[src/rtl/smag_mult_pkg.sv]
package smag_mult_pkg;
  function automatic int cnt_width(input int n);
    return (n < 2) ? 1 : $clog2(n);
  endfunction
endpackage

[src/rtl/smag_mult_ctrl.sv]
module smag_mult_ctrl
  import smag_mult_pkg::*;
#(
  parameter int N = 8
) (
  input  logic clk,
  input  logic rst,
  input  logic go_i,
  output logic load_o,
  output logic step_o,
  output logic last_o,
  output logic busy_o,
  output logic fin_o
);
  localparam int CW = cnt_width(N);
  localparam logic [CW-1:0] LAST = CW'(N - 1);

  logic          busy_q, fin_q;
  logic [CW-1:0] cnt_q;

  assign load_o = go_i & ~busy_q;
  assign step_o = busy_q;
  assign last_o = busy_q & (cnt_q == LAST);
  assign busy_o = busy_q;
  assign fin_o  = fin_q;

  always_ff @(posedge clk) begin
    if (rst) begin
      busy_q <= 1'b0;
      fin_q  <= 1'b0;
      cnt_q  <= '0;
    end else begin
      fin_q <= last_o;
      if (load_o) begin
        busy_q <= 1'b1;
        cnt_q  <= '0;
      end else if (busy_q) begin
        cnt_q <= cnt_q + 1'b1;
        if (cnt_q == LAST) busy_q <= 1'b0;
      end
    end
  end

  p_done_pulse_r7: assert property (@(posedge clk) disable iff (rst)
    fin_q |=> !fin_q);
  p_busy_end_r2: assert property (@(posedge clk) disable iff (rst)
    $fell(busy_q) |-> fin_q);
  p_cnt_range_r2: assert property (@(posedge clk) disable iff (rst)
    busy_q |-> (cnt_q <= LAST));
  p_busy_ignore_r8: assert property (@(posedge clk) disable iff (rst)
    (busy_q && go_i && !last_o) |=> busy_q);
endmodule

[src/rtl/smag_mult_dp.sv]
module smag_mult_dp #(
  parameter int N = 8
) (
  input  logic           clk,
  input  logic           rst,
  input  logic           load_i,
  input  logic           step_i,
  input  logic [N-1:0]   mcand_i,
  input  logic [N-1:0]   mplier_i,
  output logic [2*N-1:0] prod_o,
  output logic [2*N-1:0] prod_nxt_o
);
  logic [N-1:0] hi_q, lo_q, y_q;
  logic [N:0]   sum;

  always_comb begin
    sum = {1'b0, hi_q} + (lo_q[0] ? {1'b0, y_q} : '0);
    prod_nxt_o = {sum, lo_q[N-1:1]};
  end

  assign prod_o = {hi_q, lo_q};

  always_ff @(posedge clk) begin
    if (rst) begin
      hi_q <= '0;
      lo_q <= '0;
      y_q  <= '0;
    end else if (load_i) begin
      hi_q <= '0;
      lo_q <= mplier_i;
      y_q  <= mcand_i;
    end else if (step_i) begin
      hi_q <= sum[N:1];
      lo_q <= {sum[0], lo_q[N-1:1]};
    end
  end

  p_hold_r9: assert property (@(posedge clk) disable iff (rst)
    (!load_i && !step_i) |=> $stable(prod_o));
  p_y_stable_r8: assert property (@(posedge clk) disable iff (rst)
    step_i |=> $stable(y_q));
endmodule

[src/rtl/smag_mult_sign.sv]
module smag_mult_sign #(
  parameter int N = 8
) (
  input  logic           clk,
  input  logic           rst,
  input  logic           load_i,
  input  logic           last_i,
  input  logic           a_sgn_i,
  input  logic           b_sgn_i,
  input  logic [2*N-1:0] prod_nxt_i,
  output logic           sgn_o
);
  logic xor_q, sgn_q;

  always_ff @(posedge clk) begin
    if (rst) begin
      xor_q <= 1'b0;
      sgn_q <= 1'b0;
    end else begin
      if (load_i) xor_q <= a_sgn_i ^ b_sgn_i;
      if (last_i) sgn_q <= xor_q & (|prod_nxt_i);
    end
  end

  assign sgn_o = sgn_q;

  p_sgn_stable_r9: assert property (@(posedge clk) disable iff (rst)
    !last_i |=> $stable(sgn_q));
endmodule

[src/rtl/smag_mult.sv]
module smag_mult #(
  parameter int N = 8
) (
  input  logic           clk,
  input  logic           rst,
  input  logic           go_i,
  input  logic           mcand_sgn_i,
  input  logic [N-1:0]   mcand_i,
  input  logic           mplier_sgn_i,
  input  logic [N-1:0]   mplier_i,
  output logic           busy_o,
  output logic           fin_o,
  output logic [2*N-1:0] mag_o,
  output logic           sgn_o
);
  logic load, step, last;
  logic [2*N-1:0] prod_nxt;

  smag_mult_ctrl #(.N(N)) u_ctrl (
    .clk(clk), .rst(rst), .go_i(go_i),
    .load_o(load), .step_o(step), .last_o(last),
    .busy_o(busy_o), .fin_o(fin_o)
  );

  smag_mult_dp #(.N(N)) u_dp (
    .clk(clk), .rst(rst), .load_i(load), .step_i(step),
    .mcand_i(mcand_i), .mplier_i(mplier_i),
    .prod_o(mag_o), .prod_nxt_o(prod_nxt)
  );

  smag_mult_sign #(.N(N)) u_sign (
    .clk(clk), .rst(rst), .load_i(load), .last_i(last),
    .a_sgn_i(mcand_sgn_i), .b_sgn_i(mplier_sgn_i),
    .prod_nxt_i(prod_nxt), .sgn_o(sgn_o)
  );

  p_zero_pos_r6: assert property (@(posedge clk) disable iff (rst)
    (fin_o && (mag_o == '0)) |-> !sgn_o);
  p_fin_idle_r2: assert property (@(posedge clk) disable iff (rst)
    fin_o |-> !busy_o);
endmodule

[config.mk]
export PLATFORM = sky130hd
export DESIGN_NAME = smag_mult
export DESIGN_NICKNAME = d
export VERILOG_FILES = /design/src/rtl/smag_mult_pkg.sv /design/src/rtl/smag_mult_ctrl.sv /design/src/rtl/smag_mult_dp.sv /design/src/rtl/smag_mult_sign.sv /design/src/rtl/smag_mult.sv
export SDC_FILE = /design/constraint.sdc
export NUM_CORES = 1
export LEC_CHECK = 0
export ABC_AREA = 1
export BUFFER_PORTS_ARGS = -buffer_cell sky130_fd_sc_hd__buf_4
export CAP_MARGIN = 20
export CORE_UTILIZATION = 33
export CTS_CLUSTER_DIAMETER = 120
export CTS_CLUSTER_SIZE = 24
export DETAILED_ROUTE_END_ITERATION = 8
export GPL_TIMING_DRIVEN = 0
export SLEW_MARGIN = 10
export SYNTH_ARGS = -nofsm -noshare
export SYNTH_HDL_FRONTEND = slang
export SYNTH_SLANG_ARGS = --single-unit
[constraint.sdc]
create_clock -name clk -period 5.5 [get_ports clk]
set_input_delay 0 -clock clk [delete_from_list [all_inputs] [get_ports clk]]
set_output_delay 0 -clock clk [all_outputs]
set_load 0.01 [all_outputs]
# Yosys cells after proc, flatten, opt, wreduce, memory -nomap -nowiden
# Cells that the tools add are included.
word_totals:
  ramBits: 0
  memories: 0
  wordCells: 25
  in_bits: 21
  output_inout_bits: 19
  register_bits: 31
  latchBits: 0
  mem_bits_ro: 0
classes:
  mul: 0
  n_mux: 6
  add_sub_neg: 2
  shifts: 0
  n_div: 0
  n_lt_le_gt_ge: 0
  n_eq_ne: 1
  n_reduce_logical: 3
  bitwise_logic: 5
op_table:
  columns: ["operator", "count"]
  rows:
  - ["two-way mux 8 bit", 3]
  - ["OR reduction 16 bit", 1]
  - ["adder 8 x 9 -> 9 bit", 1]
  - ["adder 3 x 1 -> 3 bit (second input constant)", 1]
  - ["AND 1 bit", 3]
  - ["equality test 3 bit (second input constant)", 1]
  - ["two-way mux 1 bit", 3]
  - ["nonzero test 2 bit", 1]
  - ["OR reduction 2 bit", 1]
  - ["inverter 1 bit", 1]
  - ["bitwise XOR 1 bit", 1]

# Depth between registers and ports, before layout
# Gate-level depths: netlist of the first run.
depth:
  ltp_word: 4
  depth_mapped: 17
  ltp_nobuf: 16

# Modules after synthesis
# Synthesis of the first run repeated with hierarchy kept, for this count alone.
unflattened:
  cells_unflattened: 269
  area_unflattened_um2: 1841.8
modules_own_cells:
  columns: ["module", "area_each_um2", "cells_each", "n_inst"]
  rows:
  - ["smag_mult_dp", 1445.1, 208, 1]
  - ["smag_mult_ctrl", 259.0, 36, 1]
  - ["smag_mult_sign", 137.6, 25, 1]

# Worst setup path before layout of the first run
# No wires, ideal clock.
synth_path:
  path_kind: "register -> register"
  start: "reg u_dp.lo_q[0]"
  end: "reg u_sign.sgn_q, in the netlist u_sign.sgn_o"
  stages_incl_launch_ff: 16
  setup_time_ns: 0.113
  period_less_slack_ns: 2.127
  required_ns: 5.387
  path_buffers: 1
  arrival_ns: 2.015
  path_slack_ns: 3.373
  path_cell_list: "dfxtp_1 -> clkbuf_1 -> nand2_1 -> inv_1 -> ha_1 -> inv_1 -> fa_1 -> inv_1 -> nor3_1 -> nand2_1 -> nor2_1 -> nand3_1 -> nor2_1 -> nand3_1 -> nand2_1 -> nand2_1"
synth_via:
  elab_chain_len: 4
synth_rtl:
  columns: ["item", "line", "text"]
  rows:
  - ["from (decl)", "smag_mult_dp.sv:13", "logic [N-1:0] hi_q, lo_q, y_q;"]
  - ["from (signal assigned)", "smag_mult_dp.sv:30", "lo_q <= mplier_i;"]
  - ["from (signal assigned)", "smag_mult_dp.sv:34", "lo_q <= {sum[0], lo_q[N-1:1]};"]
  - ["two-way mux 8 bit", "smag_mult_dp.sv:17", "sum = {1'b0, hi_q} + (lo_q[0] ? {1'b0, y_q} : '0);"]
  - ["adder 8 x 9 -> 9 bit", "smag_mult_dp.sv:17", null]
  - ["OR reduction 16 bit", "smag_mult_sign.sv:21", "if (last_i) sgn_q <= xor_q & (|prod_nxt_i);"]
  - ["AND 1 bit", "smag_mult_sign.sv:21", null]
  - ["to (signal assigned)", "smag_mult_sign.sv:21", null]
  - ["to (decl)", "smag_mult_sign.sv:13", "logic xor_q, sgn_q;"]
# Every way passes these cells.
# A chain may end at the register's enable or synchronous reset.

# Final worst setup path of the first run
# Ends and elaborated chain as after synthesis.

==> metrics.md, run 1 <==
| Metric | Value |
|---|---|
| Global route overflow | 0 |
| Synth warnings | 0 |
| Max IR drop VDD | 0.000108 V |
| Period utilization | 43.2% |
| Core area | 0.00520 sq mm |
| Met1 WL | 2.19 mm |
| Reg2reg setup slack | 3120 ps |
| Largest cells by area after synthesis | dfxtp_1, nand2_1, inv_1 |
| Die height | 76.2 um |
| Reg2reg end | u_sign.sgn_o$_SDFFE_PP0P_ |
| Final Hold Violating Endpoints | 0 |
| R2R cell count | 16 |
| H-tree levels | 2 |
| Slew Limit Headroom | 69.9% |
| Port Buf Inserts | 39 |
| FF+latch count, synth | 31 |
| Worst-Skew Late Latency | 280 ps |
| Per-cell routed wire length | 10.5 um |
| Hold Slack | 6.78 ps |
| Min-delay src | mplier_i[1] |
| Syn Area/Cell | 6.54 sq um |
| Postcts setup bufs | 0 |
| Most frequent cells in the layout | nand2_1, buf_4, inv_1, nor2_1, dfxtp_1 |
| Fin crit period | 2380 ps |
| Total power | 0.000551 W |
| Max layer used | met4 |
| Gr usage total | 16.1% |
| Synth-to-layout area growth | 32.7% |
| Clk root buf | clkbuf_8 |
| P_int | 0.000400 W |
| Routability cong. | 0.799 |
| Worst Tran Pin Value | 451 ps |
| Psw | 0.000151 W |
| Longest Clk Path Bufs | 2 |
| 1st-iter DRT viols | 58 |
| Setup TNS | 0 ps |
| Clock transition at path regs | 70 ps |
| Pwr per Cell Area | 229 mW/mm^2 |
| Status | finished clean |
| MaxCap Viol Count | 0 |
| Post-layout util | 46.3% |
| Reg2reg start | u_dp.lo_q[0]$_SDFFE_PP0P_ |
| Cell Area, Synth | 0.00182 sq mm |
| Fmax | 0.421 GHz |
| Crit path max fanout | 9 |
| Fin. max-slew vios | 0 |
| Post-Syn Nets | 310 |
| Layout Cells excl Fill | 406 |
| Hold depth | 5 |
| Met3 routed WL | 151 um |
| Antenna viol nets, final | 0 |
| Required time of the worst setup path | 5680 ps |
| I/O pin cnt | 40 |
| Antenna violations before repair | 0 |
| Die X | 76.2 um |
| CTS tree | built |
| Met2 wire length | 1.89 mm |
| Via count | 1749 |
| DRC Markers | 0 |
| Setup Skew | 5.84 ps |
| Clock sink count | 31 |
| Worst setup EP type | flip-flop |
| Logic pwr share | 18.5% |
| Largest net degree at the start of global routing | 11 |
| Number of global-route vias before repair | 1650 |
| DP Cell Count | 387 |
| Cts repair resizes | 0 |
| Setup violators final | 0 |
| Synth cell types | 26 |
| Row count | 26 |
| Final #Nets | 367 |
| Final WL | 4.27 mm |
| Worst hold path type | input port to flip-flop |
| Die area | 0.00581 sq mm |
| Setup crit start kind | flip-flop |
| Avg Vias per Cell | 4.31 |
| Initial core utilization | 34.9% |
| First-pass GRT wire length | 7.46 mm |
| Crit Path Class | flip-flop to flip-flop |
| Sequential share of power | 44.7% |
| Fillers | 578 |
| Detailed Place HPWL | 3.23 mm |
| RSZ-0062 raised after global routing | no |
| Synth Instances | 278 |
| Clock buffer count from CTS | 5 |
| Worst EP arrival | 2560 ps |
| Diode count | 0 |
| Seq/Total Area, Yosys | 34.1% |
| WHS Endpoint | u_dp.lo_q[1]$_SDFFE_PP0P_ |
| Cell accounting for the most synthesized area | dfxtp_1 |
| Most common cell after layout, fill and taps aside | nand2_1 |
| Lkg Pwr | 1.36 nW |
| Synth top area share | 34.1% |
| Net Sw Frac | 27.4% |
| Clock power share | 36.8% |
| 1st-pass router iterations | 4 |
| Share of cells above drive strength 1 | 19.9% |
## logic make-up after synthesis
logic type / Yosys count / synth area share (%)
AND/OR/NAND/NOR: 144 / 33.2
buffers and inverters: 60 / 14.2
flip-flops: 31 / 34.1
AO/OA/AOI/OAI: 30 / 9.43
adder cells (fa/ha/maj): 11 / 7.98
XOR/XNOR: 2 / 0.964
## cells in the mapped netlist
cell / instances
nor2_1: 36
nand2_2: 1
nand3b_4: 1
or2_4: 1
a21oi_2: 1
ha_1: 10
clkbuf_1: 3
nand2_1: 84
dfxtp_1: 31
nor2_4: 1
fa_1: 1
nor2_2: 1
nand4_1: 1
o211ai_1: 5
o21ai_0: 13
inv_2: 2
inv_1: 44
nor3_1: 1
buf_2: 3
nand3_2: 1
o221ai_1: 1
nand3_1: 16
xnor2_1: 2
a31oi_1: 1
buf_4: 8
a21oi_1: 9
## metal layers
metal	vias to the layer above	global-route usage [%]
met1	758	21.4
met5	-	0
met2	27	24.7
met4	0	6.35
met3	2	4.07
li1	962	-
## flip-flops by register name (all words and copies together), names as in the netlist
| signal | count |
|---|---|
| u_dp.hi_q | 8 |
| u_dp.lo_q | 8 |
| u_dp.y_q | 8 |
| u_ctrl.cnt_q | 3 |
| u_ctrl.busy_o | 1 |
| u_ctrl.fin_o | 1 |
| u_sign.sgn_o | 1 |
| u_sign.xor_q | 1 |
## critical path: stages (launching register included)
cell and delay (ps):
dfxtp_1 340, clkbuf_1 310, nand2_1 100, inv_1 70, ha_1 180, inv_1 60, fa_1 390, inv_1 90
nand2_1 70, nand2_1 120, nand3_1 80, nand2_1 110, nand3_1 90, nor2_1 90, nand3_1 90, nand2_1 70
nand2_1 40
## worst max-delay path by stage
| stage | start | end | slack [ps] | cells after the start |
|---|---|---|---|---|
| 2_1_floorplan | u_dp.lo_q[0]$_SDFFE_PP0P_ | u_sign.sgn_o$_SDFFE_PP0P_ | 3370 | 15 |
| 3_3_place_gp | u_dp.lo_q[0]$_SDFFE_PP0P_ | u_sign.sgn_o$_SDFFE_PP0P_ | 3170 | 15 |
| 3_5_place_dp | u_dp.lo_q[0]$_SDFFE_PP0P_ | u_sign.sgn_o$_SDFFE_PP0P_ | 3120 | 15 |
| 4_1_cts | u_dp.lo_q[0]$_SDFFE_PP0P_ | u_sign.sgn_o$_SDFFE_PP0P_ | 3090 | 16 |
| 5_1_grt | u_dp.lo_q[0]$_SDFFE_PP0P_ | u_sign.sgn_o$_SDFFE_PP0P_ | 2750 | 15 |
| 6_report | u_dp.lo_q[0]$_SDFFE_PP0P_ | u_sign.sgn_o$_SDFFE_PP0P_ | 3120 | 16 |
## stage by stage
stage | worst slack, ps | instance area (sq um)
after floorplan | 3370 | 1820
after global placement | 3170 | 2200
after detailed placement | 3120 | 2200
after CTS | 3090 | 2410
after global routing | 2750 | 2410
final | 3120 | 2410
## cell type report
type	instances	area, sq um	share of cell area [%]
Buffer	14	86.3	3.58
Clock buffer	7	96.3	3.99
Clock inverter	1	7.51	0.311
Inverter	46	173	7.16
Multi-Input combinational cell	187	938	38.9
Sequential cell	31	621	25.7
Tap cell	70	87.6	3.63
Timing Repair Buffer	50	403	16.7
## power by group through the flow
stage                     registers (W)  clock network [W]  logic [W]
after floorplan                0.000251                  0  0.0000587
after global placement         0.000251                  0  0.0000945
after detailed placement       0.000251                  0  0.0000957
after CTS                      0.000247           0.000210   0.000103
after global routing           0.000248           0.000220   0.000115
final                          0.000246           0.000203   0.000102
## timing repair
| action | in CTS | in global routing |
|---|---|---|
| hold endpoints to repair | 10 | 0 |
| endpoints found under the setup margin | 0 | 0 |
| hold buffers | 11 | 0 |
Power figures use the tool's default switching activity.
==> run 2: changes to the inputs <==
--- a/config.mk
+++ b/config.mk
@@ -5,7 +5,7 @@
 export SDC_FILE = /design/constraint.sdc
 export NUM_CORES = 1
 export LEC_CHECK = 0
-export ABC_AREA = 1
+export ABC_AREA = 0
 export BUFFER_PORTS_ARGS = -buffer_cell sky130_fd_sc_hd__buf_4
 export CAP_MARGIN = 20
 export CORE_UTILIZATION = 33
==> constraint.sdc (replaced) <==
create_clock -name clk -period 2.2 [get_ports clk]
set_input_delay 0 -clock clk [delete_from_list [all_inputs] [get_ports clk]]
set_output_delay 0 -clock clk [all_outputs]
set_load 0.01 [all_outputs]
==> metrics.md, run 2 <==
| Metric | Value |
|---|---|
| Max IR drop VDD | 0.000257 V (+140%) |
| Synth cell count leaders | nor2_1, dfxtp_1, a21oi_1, nand2_1, mux2i_1 |
| Hold Slack | 4.76 ps (-2.03 ps) |
| Global route overflow | 0 (unchanged) |
| Detailed Place HPWL | 2.96 mm (-8.3%) |
| Setup TNS | 0 ps (unchanged) |
| Routability cong. | 0.785 (-1.8%) |
| DRC Markers | 0 (unchanged) |
| Most frequent cells in the layout | buf_4, nor2_1, dfxtp_1, nand2_1, a21oi_1 |
| Worst hold path type | input port to flip-flop |
| Final Hold Violating Endpoints | 0 (unchanged) |
| Post-route cell area | 0.00235 sq mm (-2.6%) |
| Worst setup EP type | flip-flop |
| Initial core utilization | 35.2% (+0.30 points) |
| Period utilization | 95.2% (+52 points) |
| Final #Nets | 295 (-20%) |
| Regs by FF count | u_dp.hi_q x8, u_dp.lo_q x8, u_dp.y_q x8 |
| Setup crit start kind | flip-flop |
| Setup violators final | 0 (unchanged) |
| Synth top area share | 36.1% (+2.0 points) |
| Longest Clk Path Bufs | 2 (unchanged) |
| Die height | 74.2 um (-2.7%) |
| Pwr per Cell Area | 558 mW/mm^2 (+140%) |
| Via count | 1550 (-11%) |
| Lkg Pwr | 1.06 nW (-22%) |
| Crit path max fanout | 4 (-5) |
| Reg2reg start | u_dp.lo_q[0]$_SDFFE_PP0P_ |
| Antenna viol nets, final | 0 (unchanged) |
| Largest net degree at the start of global routing | 11 (unchanged) |
| Synth cell types | 38 (+46%) |
| Status | finished clean |
| Largest cells by area after synthesis | dfxtp_1, mux2i_1, nor2_1 |
| MaxCap Viol Count | 0 (unchanged) |
| Reg2reg setup slack | 100 ps (-3020 ps) |
| Share of cells above drive strength 1 | 27.0% (+7.1 points) |
| Setup Skew | 10.8 ps (+4.96 ps) |
| Ys async rst share | 0% (unchanged) |
| Post-Syn Nets | 240 (-23%) |
| I/O pin cnt | 40 (unchanged) |
| Crit path to | u_sign.sgn_o$_SDFFE_PP0P_ |
| First-pass GRT wire length | 6.35 mm (-15%) |
| Psw | 0.000350 W (+130%) |
| Clock sink count | 31 (unchanged) |
| EDFF count, synth | 0 (unchanged) |
| Net Sw Frac | 26.6% (-0.73 points) |
| Number of global-route vias before repair | 1367 (-17%) |
| Core area | 0.00488 sq mm (-6.2%) |
| Main combinational cell family by area after synthesis | simple AND/OR/NAND/NOR gates |
| H-tree levels | 2 (unchanged) |
| Crit Path Class | flip-flop to flip-flop |
| Synth warnings | 0 (unchanged) |
| Adder-cell share of the synthesized area | 8.44% (+0.46 points) |
| R2R cell count | 8 (-8) |
| Xor/xnor cell area share of the yosys netlist | 3.06% (+2.1 points) |
| Seq/Total Area, Yosys | 36.1% (+2.0 points) |
| Logic pwr share | 18.5% (about the same) |
| Synth-to-layout area growth | 36.7% |
| Antenna violations before repair | 0 (unchanged) |
| Syn Area/Cell | 8.27 sq um (+26%) |
| Most common cell after layout, fill and taps aside | buf_4 |
| Placed cell areas | 0.00209 sq mm (-5.0%) |
| Count leader, synth | nor2_1 |
| Worst Tran Pin Value | 624 ps (+172 ps) |
| Clock buffer count from CTS | 5 (unchanged) |
| Clock power share | 34.8% (-2.0 points) |
| Cell accounting for the most synthesized area | dfxtp_1 |
| FF+latch count, synth | 31 (unchanged) |
| Fmax | 0.477 GHz (+13%) |
| 1st-iter DRT viols | 84 (+45%) |
| Final WL | 4.04 mm (-5.5%) |
| CP Launch Point | u_dp.lo_q[0]$_SDFFE_PP0P_ |
| Fillers | 520 (-10%) |
| Sequential share of power | 46.6% (+1.9 points) |
| Row count | 25 (-3.8%) |
| Worst-Skew Late Latency | 290 ps (about the same) |
| Worst EP arrival | 2260 ps (-300 ps) |
| Reg2reg end | u_sign.sgn_o$_SDFFE_PP0P_ |
| P_int | 0.000962 W (+140%) |
| Required time of the worst setup path | 2360 ps (-3320 ps) |
| Slew Limit Headroom | 58.4% (-11 points) |
| Avg Vias per Cell | 4.70 (+9.0%) |
| Cell Area, Synth | 0.00172 sq mm (-5.4%) |
| Fin crit period | 2100 ps (-281 ps) |
| Compound-cell area share of the yosys netlist | 13.7% (+4.3 points) |
| Die area | 0.00550 sq mm (-5.3%) |
| Post-synth top flop | dfxtp_1 |
| Per-cell routed wire length | 12.2 um (+16%) |
| Fin. max-slew vios | 0 (unchanged) |
| Post-Synth Simple-Gate Area | 23.9% (-9.4 points) |
| Synth Instances | 208 (-25%) |
| 1st-pass router iterations | 4 (unchanged) |
| Clock transition at path regs | 70 ps (about the same) |
| Die X | 74.2 um (-2.7%) |
| Gr usage total | 15.5% (-0.53 points) |
| Port Buf Inserts | 38 (-2.6%) |
| Clk root buf | clkbuf_8 |
| Diode count | 0 (unchanged) |
| Mux cell area share after synthesis | 8.15% (+8.2 points) |
| CTS tree | built |
run 2: cell types whose count changed in the layout (fill, tap and decap cells not counted), sizes merged, moves of 4 or more:
| cell | previous run | this run |
|---|---|---|
| a211oi | 0 | 5 |
| nand2 | 85 | 20 |
| nand3 | 17 | 6 |
| mux2i | 0 | 14 |
| inv | 46 | 5 |
| and2 | 0 | 7 |
| a21oi | 10 | 21 |
| o21ai | 13 | 3 |
| o211ai | 5 | 1 |
| nand2b | 0 | 5 |
run 2: worst min path at each step:
stage                             from                        end  slack [ps]  depth (start not counted)
after floorplan             mcand_i[0]   u_dp.y_q[0]$_SDFFE_PP0P_         140                          2
after global placement      mcand_i[1]   u_dp.y_q[1]$_SDFFE_PP0P_         250                          3
after detailed placement    mcand_i[1]   u_dp.y_q[1]$_SDFFE_PP0P_         250                          3
after CTS                  mcand_sgn_i  u_sign.xor_q$_SDFFE_PP0P_           3                          3
after global routing      mplier_sgn_i  u_sign.xor_q$_SDFFE_PP0P_          30                          3
final                      mcand_sgn_i  u_sign.xor_q$_SDFFE_PP0P_           5                          3
run 2: area by class of cell:
type / count / area, sq um / area share [%]
multi-input cells: 155 / 1050 / 44.5
clock buffers: 6 / 82.6 / 3.51
plain buffers: 17 / 96.3 / 4.10
flip-flops and latches: 31 / 624 / 26.6
inverters: 5 / 18.8 / 0.799
repair buffers: 48 / 393 / 16.7
clock inverters: 1 / 5.00 / 0.213
well taps: 67 / 83.8 / 3.57
run 2: metal layers:
layer	track usage, %	wire (um)
met4	6.41	67
met5	0	0
met2	23.7	1800
met1	20.7	2020
met3	4.07	151
run 2: cells by family after synthesis:
logic type | Yosys count
flops | 31
simple gates | 87
xor+xnor | 6
buf+inv | 22
mux | 14
compound gates | 37
fa+ha+maj | 11
run 2: worst max-delay path: stages, from the launching register on:
cell and delay (ps):
dfxtp_4 370, and2_4 150, ha_4 120, inv_1 50
fa_2 540, nand3_2 80, or4_4 430, nor3_4 120
a41oi_2 110
run 2: per-stage QoR:
step / total power [W] / setup slack (ps) / std cells / utilization (%)
2_1_floorplan: 0.000757 / 41.7 / 208 / -
3_3_place_gp: 0.000838 / -225 / 313 / 42.8
3_5_place_dp: 0.000840 / -193 / 313 / 42.8
4_1_cts: 0.00130 / 2.16 / 328 / 46.5
5_1_grt: 0.00137 / -4.77 / 330 / 48.2
6_report: 0.00131 / 105 / 330 / 48.2
run 2: what timing repair did:
action                                  CTS  global route
pin swaps                                 0             2
endpoints found under the hold margin     8             0
endpoints found under the setup margin    3             3
hold buffers                              8             0
gates resized for setup                   5            10
setup buffers                             0             2
run 2: power groups by stage:
stage | combinational, W | sequential, W | clock [W]
after floorplan | 0.000137 | 0.000620 | 0
after global placement | 0.000214 | 0.000624 | 0
after detailed placement | 0.000216 | 0.000625 | 0
after CTS | 0.000228 | 0.000612 | 0.000465
after global routing | 0.000270 | 0.000616 | 0.000483
final | 0.000243 | 0.000612 | 0.000457
